===== config.mk =====
export PLATFORM = sky130hd
export DESIGN_NAME = spi_tx_cmd_queue
export DESIGN_NICKNAME = d
export VERILOG_FILES = /design/src/rtl/spi_txq_pkg.sv /design/src/rtl/txq_store.sv /design/src/rtl/txq_ctrl.sv /design/src/rtl/txq_sticky.sv /design/src/rtl/txq_fill.sv /design/src/rtl/spi_tx_cmd_queue.sv
export SDC_FILE = /design/constraint.sdc
export NUM_CORES = 1
export LEC_CHECK = 0
export ABC_AREA = 0
export BUFFER_PORTS_ARGS = -buffer_cell sky130_fd_sc_hd__buf_2
export CAP_MARGIN = 20
export CELL_PAD_IN_SITES_DETAIL_PLACEMENT = 1
export CELL_PAD_IN_SITES_GLOBAL_PLACEMENT = 1
export CORE_MARGIN = 1.5
export CORE_UTILIZATION = 40
export CTS_CLUSTER_SIZE = 16
export DETAILED_ROUTE_END_ITERATION = 10
export PLACE_DENSITY_LB_ADDON = 0.08
export SETUP_SLACK_MARGIN = 0.3
export SLEW_MARGIN = 20
export SYNTH_ARGS = -nofsm -noshare
export SYNTH_HDL_FRONTEND = slang
export SYNTH_SLANG_ARGS = --single-unit

===== constraint.sdc =====
create_clock -name clk -period 7 [get_ports clk]
set_clock_uncertainty 0.15 [all_clocks]
set_input_delay 0.35 -clock clk [delete_from_list [all_inputs] [get_ports clk]]
set_output_delay 0.35 -clock clk [all_outputs]
set_load 0.01 [all_outputs]

===== src/rtl/spi_txq_pkg.sv =====
package spi_txq_pkg;

   // Queue operation accepted on a given edge: {push, pop}
   typedef enum logic [1:0] {
      OP_IDLE = 2'b00,
      OP_POP  = 2'b01,
      OP_PUSH = 2'b10,
      OP_BOTH = 2'b11
   } txq_op_e;

endpackage


===== src/rtl/txq_store.sv =====
module txq_store #(
   parameter int DEPTH  = 16,
   parameter int WORD_W = 32,
   parameter int PTR_W  = $clog2(DEPTH)
) (
   input  logic              clk,
   input  logic              wr_en,
   input  logic [PTR_W-1:0]  wr_idx,
   input  logic [WORD_W-1:0] wr_word,
   input  logic [PTR_W-1:0]  rd_idx,
   output logic [WORD_W-1:0] rd_word
);

   logic [WORD_W-1:0] slot [DEPTH];

   for (genvar i = 0; i < DEPTH; i++) begin : g_slot
      logic [WORD_W-1:0] slot_q;
      always_ff @(posedge clk) begin
         if (wr_en && (wr_idx == PTR_W'(i))) slot_q <= wr_word;
      end
      assign slot[i] = slot_q;
   end

   assign rd_word = slot[rd_idx];

endmodule


===== src/rtl/txq_ctrl.sv =====
module txq_ctrl
   import spi_txq_pkg::*;
#(
   parameter int DEPTH = 16,
   parameter int PTR_W = $clog2(DEPTH),
   parameter int CNT_W = $clog2(DEPTH + 1)
) (
   input  logic             clk,
   input  logic             rst_n,
   input  logic             fifo_off,
   input  logic             flush,
   input  logic             push_req,
   input  logic             pop_req,
   output logic             wr_en,
   output logic [PTR_W-1:0] wr_ptr,
   output logic [PTR_W-1:0] rd_ptr,
   output logic [CNT_W-1:0] count,
   output logic             full,
   output logic             empty
);

   logic [CNT_W-1:0] cap;
   logic [CNT_W-1:0] count_q;
   logic [PTR_W-1:0] rd_q;
   logic [PTR_W-1:0] wr_q;
   logic             acc_push;
   logic             acc_pop;
   txq_op_e          op;

   function automatic logic [PTR_W-1:0] step_ptr(input logic [PTR_W-1:0] p,
                                                input logic [CNT_W-1:0] lim);
      if ((CNT_W'(p) + CNT_W'(1)) >= lim) return '0;
      return p + PTR_W'(1);
   endfunction

   assign cap      = fifo_off ? CNT_W'(1) : CNT_W'(DEPTH);
   assign full     = (count_q >= cap);
   assign empty    = (count_q == '0);
   assign acc_push = push_req & ~full & ~flush;
   assign acc_pop  = pop_req & ~empty & ~flush;
   assign op       = txq_op_e'({acc_push, acc_pop});

   always_ff @(posedge clk or negedge rst_n) begin
      if (!rst_n) begin
         count_q <= '0;
         rd_q    <= '0;
         wr_q    <= '0;
      end else if (flush) begin
         count_q <= '0;
         rd_q    <= '0;
         wr_q    <= '0;
      end else begin
         unique case (op)
            OP_POP: begin
               count_q <= count_q - CNT_W'(1);
               rd_q    <= step_ptr(rd_q, cap);
            end
            OP_PUSH: begin
               count_q <= count_q + CNT_W'(1);
               wr_q    <= step_ptr(wr_q, cap);
            end
            OP_BOTH: begin
               rd_q <= step_ptr(rd_q, cap);
               wr_q <= step_ptr(wr_q, cap);
            end
            default: ;
         endcase
      end
   end

   assign wr_en  = acc_push;
   assign wr_ptr = wr_q;
   assign rd_ptr = rd_q;
   assign count  = count_q;

endmodule


===== src/rtl/txq_sticky.sv =====
module txq_sticky #(
   parameter bit RST_VAL = 1'b0
) (
   input  logic clk,
   input  logic rst_n,
   input  logic set_i,
   input  logic clr_i,
   output logic flag_o
);

   always_ff @(posedge clk or negedge rst_n) begin
      if (!rst_n)     flag_o <= RST_VAL;
      else if (set_i) flag_o <= 1'b1;
      else if (clr_i) flag_o <= 1'b0;
   end

endmodule


===== src/rtl/txq_fill.sv =====
module txq_fill (
   input  logic clk,
   input  logic rst_n,
   input  logic full,
   input  logic dma_done,
   input  logic clr_i,
   output logic fill_o
);

   always_ff @(posedge clk or negedge rst_n) begin
      if (!rst_n)                  fill_o <= 1'b1;
      else if (!full)              fill_o <= 1'b1;
      else if (dma_done || clr_i)  fill_o <= 1'b0;
   end

endmodule


===== src/rtl/spi_tx_cmd_queue.sv =====
module spi_tx_cmd_queue #(
   parameter int DEPTH  = 16,
   parameter int CMD_W  = 16,
   parameter int DATA_W = 16
) (
   input  logic                        clk,
   input  logic                        rst_n,
   input  logic                        fifo_off,
   input  logic                        flush,
   input  logic                        push_en,
   input  logic [CMD_W-1:0]            push_cmd,
   input  logic [DATA_W-1:0]           push_data,
   input  logic                        dma_wr_done,
   input  logic                        clr_fill,
   input  logic                        pop_req,
   output logic                        head_valid,
   output logic [CMD_W+DATA_W-1:0]     head_word,
   input  logic                        xfer_end,
   input  logic                        slave_start,
   input  logic                        clr_done,
   input  logic                        clr_underflow,
   output logic [$clog2(DEPTH+1)-1:0]  entry_count,
   output logic [$clog2(DEPTH)-1:0]    rd_ptr,
   output logic                        fill_req,
   output logic                        done_flag,
   output logic                        underflow_flag
);

   localparam int WORD_W = CMD_W + DATA_W;
   localparam int PTR_W  = $clog2(DEPTH);
   localparam int CNT_W  = $clog2(DEPTH + 1);

   if (DEPTH < 2) begin : g_bad_depth
      $error("spi_tx_cmd_queue: DEPTH must be at least 2");
   end
   if (CMD_W < 1 || DATA_W < 1) begin : g_bad_width
      $error("spi_tx_cmd_queue: field widths must be positive");
   end

   logic             wr_en;
   logic [PTR_W-1:0] wr_ptr;
   logic [PTR_W-1:0] rd_idx;
   logic [CNT_W-1:0] count;
   logic             full;
   logic             empty;

   txq_ctrl #(
      .DEPTH (DEPTH),
      .PTR_W (PTR_W),
      .CNT_W (CNT_W)
   ) u_ctrl (
      .clk      (clk),
      .rst_n    (rst_n),
      .fifo_off (fifo_off),
      .flush    (flush),
      .push_req (push_en),
      .pop_req  (pop_req),
      .wr_en    (wr_en),
      .wr_ptr   (wr_ptr),
      .rd_ptr   (rd_idx),
      .count    (count),
      .full     (full),
      .empty    (empty)
   );

   txq_store #(
      .DEPTH  (DEPTH),
      .WORD_W (WORD_W),
      .PTR_W  (PTR_W)
   ) u_store (
      .clk     (clk),
      .wr_en   (wr_en),
      .wr_idx  (wr_ptr),
      .wr_word ({push_cmd, push_data}),
      .rd_idx  (rd_idx),
      .rd_word (head_word)
   );

   txq_fill u_fill (
      .clk      (clk),
      .rst_n    (rst_n),
      .full     (full),
      .dma_done (dma_wr_done),
      .clr_i    (clr_fill),
      .fill_o   (fill_req)
   );

   txq_sticky #(.RST_VAL(1'b0)) u_done (
      .clk    (clk),
      .rst_n  (rst_n),
      .set_i  (xfer_end),
      .clr_i  (clr_done),
      .flag_o (done_flag)
   );

   txq_sticky #(.RST_VAL(1'b0)) u_under (
      .clk    (clk),
      .rst_n  (rst_n),
      .set_i  (slave_start & empty),
      .clr_i  (clr_underflow),
      .flag_o (underflow_flag)
   );

   assign head_valid  = ~empty;
   assign entry_count = count;
   assign rd_ptr      = rd_idx;

endmodule


# Word level (Yosys, flattened, before mapping)
# Cells that the tools add are included.
totals:
  word_cells: 116
  register_bits: 528
classes:
  bitwise_logic: 9
  add_sub_neg: 6
  muxes: 32
  magnitude_cmp: 4
  n_reduce_logical: 24
  eq_ne: 19
op_table:
  columns: ["cell", "n"]
  rows:
  - ["binary-select mux 32 bit (select 4 bit)", 1]
  - ["2-to-1 mux 32 bit", 2]
  - ["equality test 4 bit, second input constant", 8]
  - ["2-to-1 mux 4 bit", 8]
  - ["equality test 4 x 3 -> 1 bit, second input constant", 4]
  - ["logical AND 1 bit", 16]
  - ["2-to-1 mux 1 bit", 16]
  - ["case mux 4 bit (2 select lines)", 2]
  - ["greater-or-equal comparator 5 bit", 3]
  - ["adder 4 x 1 -> 5 bit, second input constant", 2]
  - ["2-to-1 mux 5 bit", 2]
  - ["case mux 5 bit (2 select lines)", 1]
  - ["nonzero test 3 bit", 3]
  - ["adder 4 x 1 -> 4 bit, second input constant", 2]
  - ["equality test 4 x 2 -> 1 bit, second input constant", 2]
  - ["adder 5 x 1 -> 5 bit, second input constant", 1]
  - ["AND 1 bit", 5]
  - ["greater-or-equal comparator 5 bit, second input constant", 1]
  - ["logical NOT 5 bit", 1]
  - ["NOT 4 -> 5 bit", 1]
  - ["subtractor 5 x 1 -> 5 bit, second input constant", 1]
  - ["equality test 2 bit, second input constant", 2]
  - ["equality test 4 x 1 -> 1 bit, second input constant", 1]
  - ["logical NOT 4 bit", 1]
  - ["5 further kinds", 8]

# Depth between registers and ports, before layout
# Gate-level depths: netlist (run 1).
logic_depth:
  ltp_word: 11
  ltp_mapped: 12
  ltp_nobuf: 11

# By module
# From an unflattened synthesis (run 1), not the netlist that was laid out.
hier_totals:
  hier_cells: 921
  hier_area_um2: 20309.5
by_module_without_submodules:
  columns: ["mod", "cells_each", "area_each_um2", "n_inst"]
  rows:
  - ["txq_store", 806, 19194.7, 1]
  - ["txq_ctrl", 104, 989.7, 1]
  - ["txq_sticky", 3, 36.3, 2]
  - ["txq_fill", 3, 42.5, 1]
  - ["spi_tx_cmd_queue", 2, 10.0, 1]

# Worst setup path after synthesis (run 1)
# OpenSTA, ideal clock, no wires.
synth_timing:
  path_kind: "register -> register"
  startpoint: "register u_ctrl.count_q[0] (netlist: u_ctrl.count[0])"
  endpoint: "register u_store.g_slot[0].slot_q[0] (enable)"
  synth_period_minus_slack_ns: 4.607
  n_path_buf: 1
  path_stages_with_launch: 8
  slack_ns: 2.393
  arrival_ns: 3.996
  t_required_ns: 6.389
  setup_time_ns: 0.461
  cell_sequence: "dfrtp_1 inv_1 ha_1 nor4bb_1 a21o_1 clkbuf_1 nand3b_1 nor3_1"
synth_via:
  elab_chain_cells: 5
synth_rtl:
  columns: ["element", "line", "source"]
  rows:
  - ["start: declaration", "txq_ctrl.sv:23", "logic [CNT_W-1:0] count_q;"]
  - ["start signal: assignment", "txq_ctrl.sv:55", "count_q <= count_q - CNT_W'(1);"]
  - ["start signal: assignment", "txq_ctrl.sv:59", "count_q <= count_q + CNT_W'(1);"]
  - ["greater-or-equal comparator 5 bit", "txq_ctrl.sv:37", "assign full = (count_q >= cap);"]
  - ["NOT 1 bit", "txq_ctrl.sv:39", "assign acc_push = push_req & ~full & ~flush;"]
  - ["AND 1 bit (2 in a row)", "txq_ctrl.sv:39", null]
  - ["logical AND 1 bit", "txq_store.sv:19", "if (wr_en && (wr_idx == PTR_W'(i))) slot_q <= wr_word;"]
  - ["end signal: assignment", "txq_store.sv:19", null]
  - ["end: declaration", "txq_store.sv:17", "logic [WORD_W-1:0] slot_q;"]
# Every way passes these cells.
# A chain may end at the register's enable or synchronous reset.

# Worst setup path after layout (run 1)
layout_timing:
  startpoint: "register u_ctrl.count_q[0] (netlist: u_ctrl.count[0])"
  endpoint: "register u_store.g_slot[1].slot_q[15] (enable)"
layout_via:
  elab_chain_cells: 5
layout_rtl:
  columns: ["element", "line"]
  rows:
  - ["greater-or-equal comparator 5 bit", "txq_ctrl.sv:37"]
  - ["NOT 1 bit", "txq_ctrl.sv:39"]
  - ["AND 1 bit (2 in a row)", "txq_ctrl.sv:39"]
  - ["logical AND 1 bit", "txq_store.sv:19"]
  - ["end signal: assignment", "txq_store.sv:19"]
  - ["end: declaration", "txq_store.sv:17"]
# Every way passes these cells.

==> reports/results.txt, run 1 <==
Status -> finished clean
Effective utilization at floorplan -> 40.6%
RSZ-0062 raised after global routing -> false
CTS tree -> done
Pwr Density -> 306 nW/um^2
Tightest hold margin -> 0.0319 ns
Clock slew at the register clock pins of the worst setup and hold paths -> 0.06 ns
All-Layer GR Usage -> 18.1%
Final period utilization -> 57.0%
Syn Area/Cell -> 23.9 sq um
Post-Place Worst Slack -> 2.99 ns
Number of cells upsized or downsized after cts -> 0
Min-Delay Path Depth -> 4
Vias per cell -> 5.38
Final hold violation count -> 0
Pin count of the biggest net entering global routing -> 74
Lkg Pwr -> 0.00753 uW
Part of the power in combinational logic -> 11.3%
Shortest period the worst path allows -> 3.99 ns
Final TNS setup -> 0 ns
Launching element type of the critical path -> flip-flop
Final count of pins violating max slew -> 0
Depth of the worst register-to-register path -> 7
CTS Buffer Depth -> 3
Main area contributors after synthesis -> sky130_fd_sc_hd__edfxtp_1 (75%), sky130_fd_sc_hd__mux4_2 (17%), sky130_fd_sc_hd__dfrtp_1 (1.8%)
HPWL after detailed placement -> 24,100 um
Transition time of the tightest slew-check pin -> 0.992 ns
Buffers inserted during post-CTS setup optimization -> 0
Remaining DRCs -> 0
Post-CTS Hold Fix Bufs -> 40
Post-synthesis to final-layout area growth -> 17.2%
Fraction of final layout cells sized beyond drive strength 1 -> 34.2%
Post-synth EDFFs -> 512
Fraction of the yosys area taken by sequential cells -> 77.0%
Summed instance area of the synthesized netlist -> 20,500 sq um
Worst setup slack for register-to-register paths -> 3.01 ns
CP Capture Type -> flip-flop
Instance count of the mapped netlist -> 855
Worst min-delay path category -> in -> reg
Part of the total power dissipated in the clock network -> 39.8%
Total number of yosys warnings -> 0
Number of sinks on the clock net -> 528
Worst Path Max Fanout -> 26
Endpoint of the worst-slack reg-to-reg timing path -> u_store.g_slot[1].slot_q[15]
Initial antenna violation count -> 0
Total detailed-routing wirelength -> 46,000 um
Fraction of synthesis flops using an asynchronous set or reset pin -> 3.03%
Number of ports placed on the die boundary -> 89
Sequential power share -> 49.0%
Drt first pass iters -> 5
Diode count -> 0
# setup viols final -> 0
Worst-skew pair later-pin latency -> 0.59 ns
Grt ovf -> 0
Drt first-iter violations -> 760
Post-detailed-route count of antenna-violating nets -> 0
Die area -> 52,600 sq um
WP data required -> 7.07 ns
Global-route wire length before repair -> 69,500 um
Arrival @ worst endpoint -> 4.06 ns
Internal power summed over all cells -> 5670 uW
WS Path Type -> reg -> reg
Top FF cell, synth -> sky130_fd_sc_hd__edfxtp_1
Number of levels in the clock H-tree -> 2
Core region area -> 50,400 sq um
Clock tree root buffer cell -> sky130_fd_sc_hd__clkbuf_16
Highest achievable clock rate -> 251 MHz
Routability congestion estimate from global placement -> 0.709
Dominant cell type by area after synthesis -> sky130_fd_sc_hd__edfxtp_1
Leading cell types by count after synthesis -> sky130_fd_sc_hd__edfxtp_1 (512), sky130_fd_sc_hd__mux4_2 (154), sky130_fd_sc_hd__nor2_1 (23)
Synthesized net count -> 915
DR vias -> 9,322
Maximum vdd drop -> 217 uV
Reg2reg start -> u_ctrl.count[0]
Synth cell types -> 39
Count of port buffers added during placement -> 88
Floorplan die width -> 229 um
Final WS setup -> 3.01 ns
Launching element of the worst setup path -> u_ctrl.count[0]
Leading cell type by number of instances after synthesis -> sky130_fd_sc_hd__edfxtp_1
Number of violations of the max-capacitance limit -> 0
FP Rows -> 82
Synthesized flop and latch total -> 528
Final net count -> 1,079
Worst setup endpoint -> u_store.g_slot[1].slot_q[15]
Max_slew headroom -> 33.9%
Fraction of synthesized cell area taken by the top area cell type -> 75.1%
Via count of the first global-routing pass -> 10,400
Net switching power of the design -> 1680 uW
Switching power as a share of total power -> 22.8%
Final design utilization -> 47.6%
Die Y-Extent -> 229 um
Average wire per cell in the routed design -> 26.5 um
Number of buffers created by CTS -> 55
==> layout make-up <==
type	count	area, sq um
Multi-Input combinational cell	280	4530
Inverter	6	22.5
Clock inverter	39	389
Tap cell	672	841
Sequential cell	528	15800
Clock buffer	61	1400
Fill cell	4444	26400
Timing Repair Buffer	148	1030
==> cell usage in the layout (no fill, tap or decap), types with 4 or more instances in the layout <==
master / synthesis / routed
sky130_fd_sc_hd__clkinv_1: 0 / 15
sky130_fd_sc_hd__buf_4: 0 / 17
sky130_fd_sc_hd__edfxtp_1: 512 / 512
sky130_fd_sc_hd__nand3_1: 7 / 7
sky130_fd_sc_hd__a21o_1: 5 / 5
sky130_fd_sc_hd__bufinv_16: 0 / 8
sky130_fd_sc_hd__clkinv_2: 0 / 12
sky130_fd_sc_hd__nand2_1: 10 / 10
sky130_fd_sc_hd__nor2_1: 23 / 11
sky130_fd_sc_hd__dfrtp_1: 15 / 11
sky130_fd_sc_hd__buf_2: 8 / 88
sky130_fd_sc_hd__clkbuf_1: 14 / 6
sky130_fd_sc_hd__nand3b_1: 5 / 5
sky130_fd_sc_hd__nor2_4: 0 / 12
sky130_fd_sc_hd__ha_1: 15 / 15
sky130_fd_sc_hd__nor3_1: 12 / 8
sky130_fd_sc_hd__mux4_2: 154 / 154
sky130_fd_sc_hd__inv_1: 6 / 6
sky130_fd_sc_hd__mux4_1: 6 / 6
sky130_fd_sc_hd__dlygate4sd3_1: 0 / 40
sky130_fd_sc_hd__xnor2_1: 4 / 4
sky130_fd_sc_hd__o21ai_0: 5 / 5
sky130_fd_sc_hd__a21oi_1: 9 / 9
sky130_fd_sc_hd__nor3_2: 0 / 4
sky130_fd_sc_hd__clkbuf_16: 0 / 55
==> worst max-delay path, stage by stage (launching register included) <==
cell and delay [ns]:
sky130_fd_sc_hd__dfrtp_1 0.49, sky130_fd_sc_hd__inv_1 0.08, sky130_fd_sc_hd__ha_1 0.29, sky130_fd_sc_hd__nor4bb_1 0.40, sky130_fd_sc_hd__a21o_1 0.43, sky130_fd_sc_hd__nand3b_1 0.37, sky130_fd_sc_hd__nor3_2 0.81, sky130_fd_sc_hd__buf_4 0.58
==> registers in the layout, summed over array words and instances, names as in the netlist <==
signal / count
u_ctrl.wr_ptr: 4
u_store.g_slot.slot_q: 512
u_ctrl.count: 5
u_ctrl.rd_ptr: 4
u_done.flag_o: 1
u_under.flag_o: 1
u_fill.fill_o: 1
==> logic make-up after synthesis <==
kind of cell | after synthesis | synth area share, %
flops | 528 | 77.0
simple gates | 71 | 1.74
mux | 162 | 17.8
buf+inv | 47 | 1.36
xor+xnor | 6 | 0.293
fa+ha+maj | 16 | 1.01
compound gates | 25 | 0.752
==> routing by layer <==
layer | vias up | routed length (um) | global-route usage (%)
li1 | 4015 | - | -
met1 | 5085 | 21000 | 25.6
met2 | 164 | 22500 | 29.4
met3 | 58 | 1740 | 3.08
met4 | 0 | 818 | 4.63
met5 | - | 0 | 0
==> worst min path at each step <==
| stage | from | end | slack [ns] |
|---|---|---|---|
| 5_1_grt | rst_n | u_ctrl.count[0] | 0.09 |
| 3_3_place_gp | rst_n | u_under.flag_o | 0.17 |
| 2_1_floorplan | rst_n | u_ctrl.count[0] | -0.1 |
| 4_1_cts | pop_req | u_ctrl.rd_ptr[3] | 0.001 |
| 6_report | pop_req | u_ctrl.rd_ptr[3] | 0.03 |
| 3_5_place_dp | rst_n | u_ctrl.count[0] | 0.16 |
==> stage by stage <==
stage                     power [uW]  cells  area (sq um)
after global placement          4490   1594         21800
after CTS                       7450   1734         24000
after floorplan                 4230    855         20500
after global routing            7620   1734         24000
final                           7350   1734         24000
after detailed placement        4490   1594         21800
==> power groups by stage <==
stage	Sequential [uW]	Combinational [uW]	Clock, uW
3_5_place_dp	3670	826	0
2_1_floorplan	3630	602	0
4_1_cts	3600	851	3000
5_1_grt	3610	912	3100
6_report	3600	830	2920
3_3_place_gp	3670	822	0
Note: power is estimated with default switching activity, not from simulation.
==> inputs of run 2 (changes only) <==
clock period = 4 ns   (was 7 ns; I/O delays follow)
==> run 2 against run 1 <==
Via count increased by 0.99%. Worst hold slack improved by 0.040 ns. Cell count increased by 1.5%. Flip-flop and latch count unchanged. Power increased by 77%. Combinational power increased by 86%. Critical path type is now reg -> out.
==> reports/results.txt, run 2 (synthesis gave the netlist of run 1 again) <==
Final count of pins violating max slew -> 0
HPWL after detailed placement -> 27,100 um
Launching element of the worst setup path -> u_ctrl.rd_ptr[1]
Clock tree root buffer cell -> sky130_fd_sc_hd__clkbuf_16
Shortest period the worst path allows -> 3.38 ns
Via count of the first global-routing pass -> 10,300
Remaining DRCs -> 0
RSZ-0062 raised after global routing -> false
Clock slew at the register clock pins of the worst setup and hold paths -> 0.06 ns
# setup viols final -> 0
Reg2reg start -> u_ctrl.count[0]
FP Rows -> 82
Number of flip-flops under the largest register name -> 512
Launching element type of the critical path -> flip-flop
Diode count -> 0
Die Y-Extent -> 229 um
Fraction of final layout cells sized beyond drive strength 1 -> 35.8%
Number of sinks on the clock net -> 528
CP Capture Type -> output port
Multi-input gate area -> 4560 sq um
Worst min-delay path category -> in -> reg
Top layer reached by signal wires -> met4
Highest achievable clock rate -> 296 MHz
CTS Buffer Depth -> 3
Area of placed instances -> 22,000 sq um
Lkg Pwr -> 0.00765 uW
Worst-skew pair later-pin latency -> 0.60 ns
Worst setup slack for register-to-register paths -> 0.67 ns
Core region area -> 50,400 sq um
Final period utilization -> 84.5%
Worst Path Max Fanout -> 47
Drt first pass iters -> 5
Total detailed-routing wirelength -> 46,700 um
Sequential cell area -> 15,800 sq um
Count of port buffers added during placement -> 88
Status -> finished clean
Total length of routed met2 wires -> 23,900 um
Pwr Density -> 536 nW/um^2
Hold path startpoint -> fifo_off
Arrival @ worst endpoint -> 3.03 ns
Number of ports placed on the die boundary -> 89
Post-detailed-route count of antenna-violating nets -> 0
Post-route non-filler standard cell count -> 1,760
Final net count -> 1,103
DR vias -> 9,414
Number of buffers created by CTS -> 57
Grt ovf -> 0
CTS tree -> done
Maximum vdd drop -> 357 uV
Cell total after placement -> 1,612
Transition time of the tightest slew-check pin -> 0.911 ns
Metal-1 WL -> 20,400 um
Global-route wire length before repair -> 70,000 um
Register ranked first by flip-flop count -> u_store.g_slot.slot_q
Initial antenna violation count -> 0
Post-route standard cell area excluding fillers -> 24,300 sq um
WS Path Type -> reg -> out
Die area -> 52,600 sq um
Leading cell types in the layout, fill and taps excluded -> sky130_fd_sc_hd__edfxtp_1 (512), sky130_fd_sc_hd__mux4_2 (154), sky130_fd_sc_hd__buf_2 (88)
Drt first-iter violations -> 590
WP data required -> 3.65 ns
Average wire per cell in the routed design -> 26.5 um
Effective utilization at floorplan -> 40.6%
Routability congestion estimate from global placement -> 0.708
Pin count of the biggest net entering global routing -> 48
Final TNS setup -> 0 ns
Floorplan die width -> 229 um
Final hold violation count -> 0
Filler Cells Inserted -> 4,409
Max_slew headroom -> 39.3%
Most common cell after layout, fill and taps aside -> sky130_fd_sc_hd__edfxtp_1
Vias per cell -> 5.35
Number of levels in the clock H-tree -> 2
Number of violations of the max-capacitance limit -> 0
Post-synthesis to final-layout area growth -> 18.7%
All-Layer GR Usage -> 18.3%
Sum of met3 wire segment lengths after detailed routing -> 1600 um
## run 2: metrics by stage
step	worst slack, ns	power, uW	util, %	hold slack (ns)
2_1_floorplan	0.243	7400	-	-0.246
3_3_place_gp	0.559	7900	43.7	0.00989
3_5_place_dp	0.513	7910	43.7	0.0136
4_1_cts	0.493	13200	48.2	0.0251
5_1_grt	0.378	13500	48.2	0.0966
6_report	0.619	13000	48.2	0.0721
## run 2: timing repair
item / in CTS / in global routing
buffers inserted: 0 / 0
hold buffers: 44 / 0
hold endpoints to repair: 543 / 0
resized for setup: 0 / 1
setup endpoints to repair: 0 / 1
## run 2: worst max-delay path, stage by stage, from the launching register on
cell and delay (ns):
sky130_fd_sc_hd__dfrtp_4 0.95, sky130_fd_sc_hd__buf_4 0.42, sky130_fd_sc_hd__mux4_2 0.38, sky130_fd_sc_hd__mux4_2 0.50, sky130_fd_sc_hd__buf_2 0.16
## run 2: area by class of cell
cell class / instances / share of cell area [%]
Clock inverter: 38 / 1.48
Timing Repair Buffer: 170 / 5.06
Tap cell: 672 / 3.46
Clock buffer: 66 / 6.18
Sequential cell: 528 / 65.0
Multi-Input combinational cell: 280 / 18.8
Inverter: 6 / 0.0927
## run 2: worst paths after layout
check | end | cells after the start
max reg2reg | u_ctrl.count[4] | 11
min reg2reg | u_ctrl.wr_ptr[1] | 2
min in group asynchronous | u_fill.fill_o | 3
min | u_ctrl.rd_ptr[3] | 5
max | head_word[20] | 4
max in group asynchronous | u_ctrl.rd_ptr[2] | 4
## run 2: per-layer routing
metal	GRT usage (%)	vias up
met2	31.1	152
li1	-	4062
met1	24.7	5138
met5	0	-
met3	3.20	62
met4	4.28	0
## run 2: where the power goes
part           internal [uW]  switching (uW)  total (uW)
registers               6170            89.4        6260
logic                    768             773        1540
clock network           3060            2160        5220
total                  10000            3020       13000
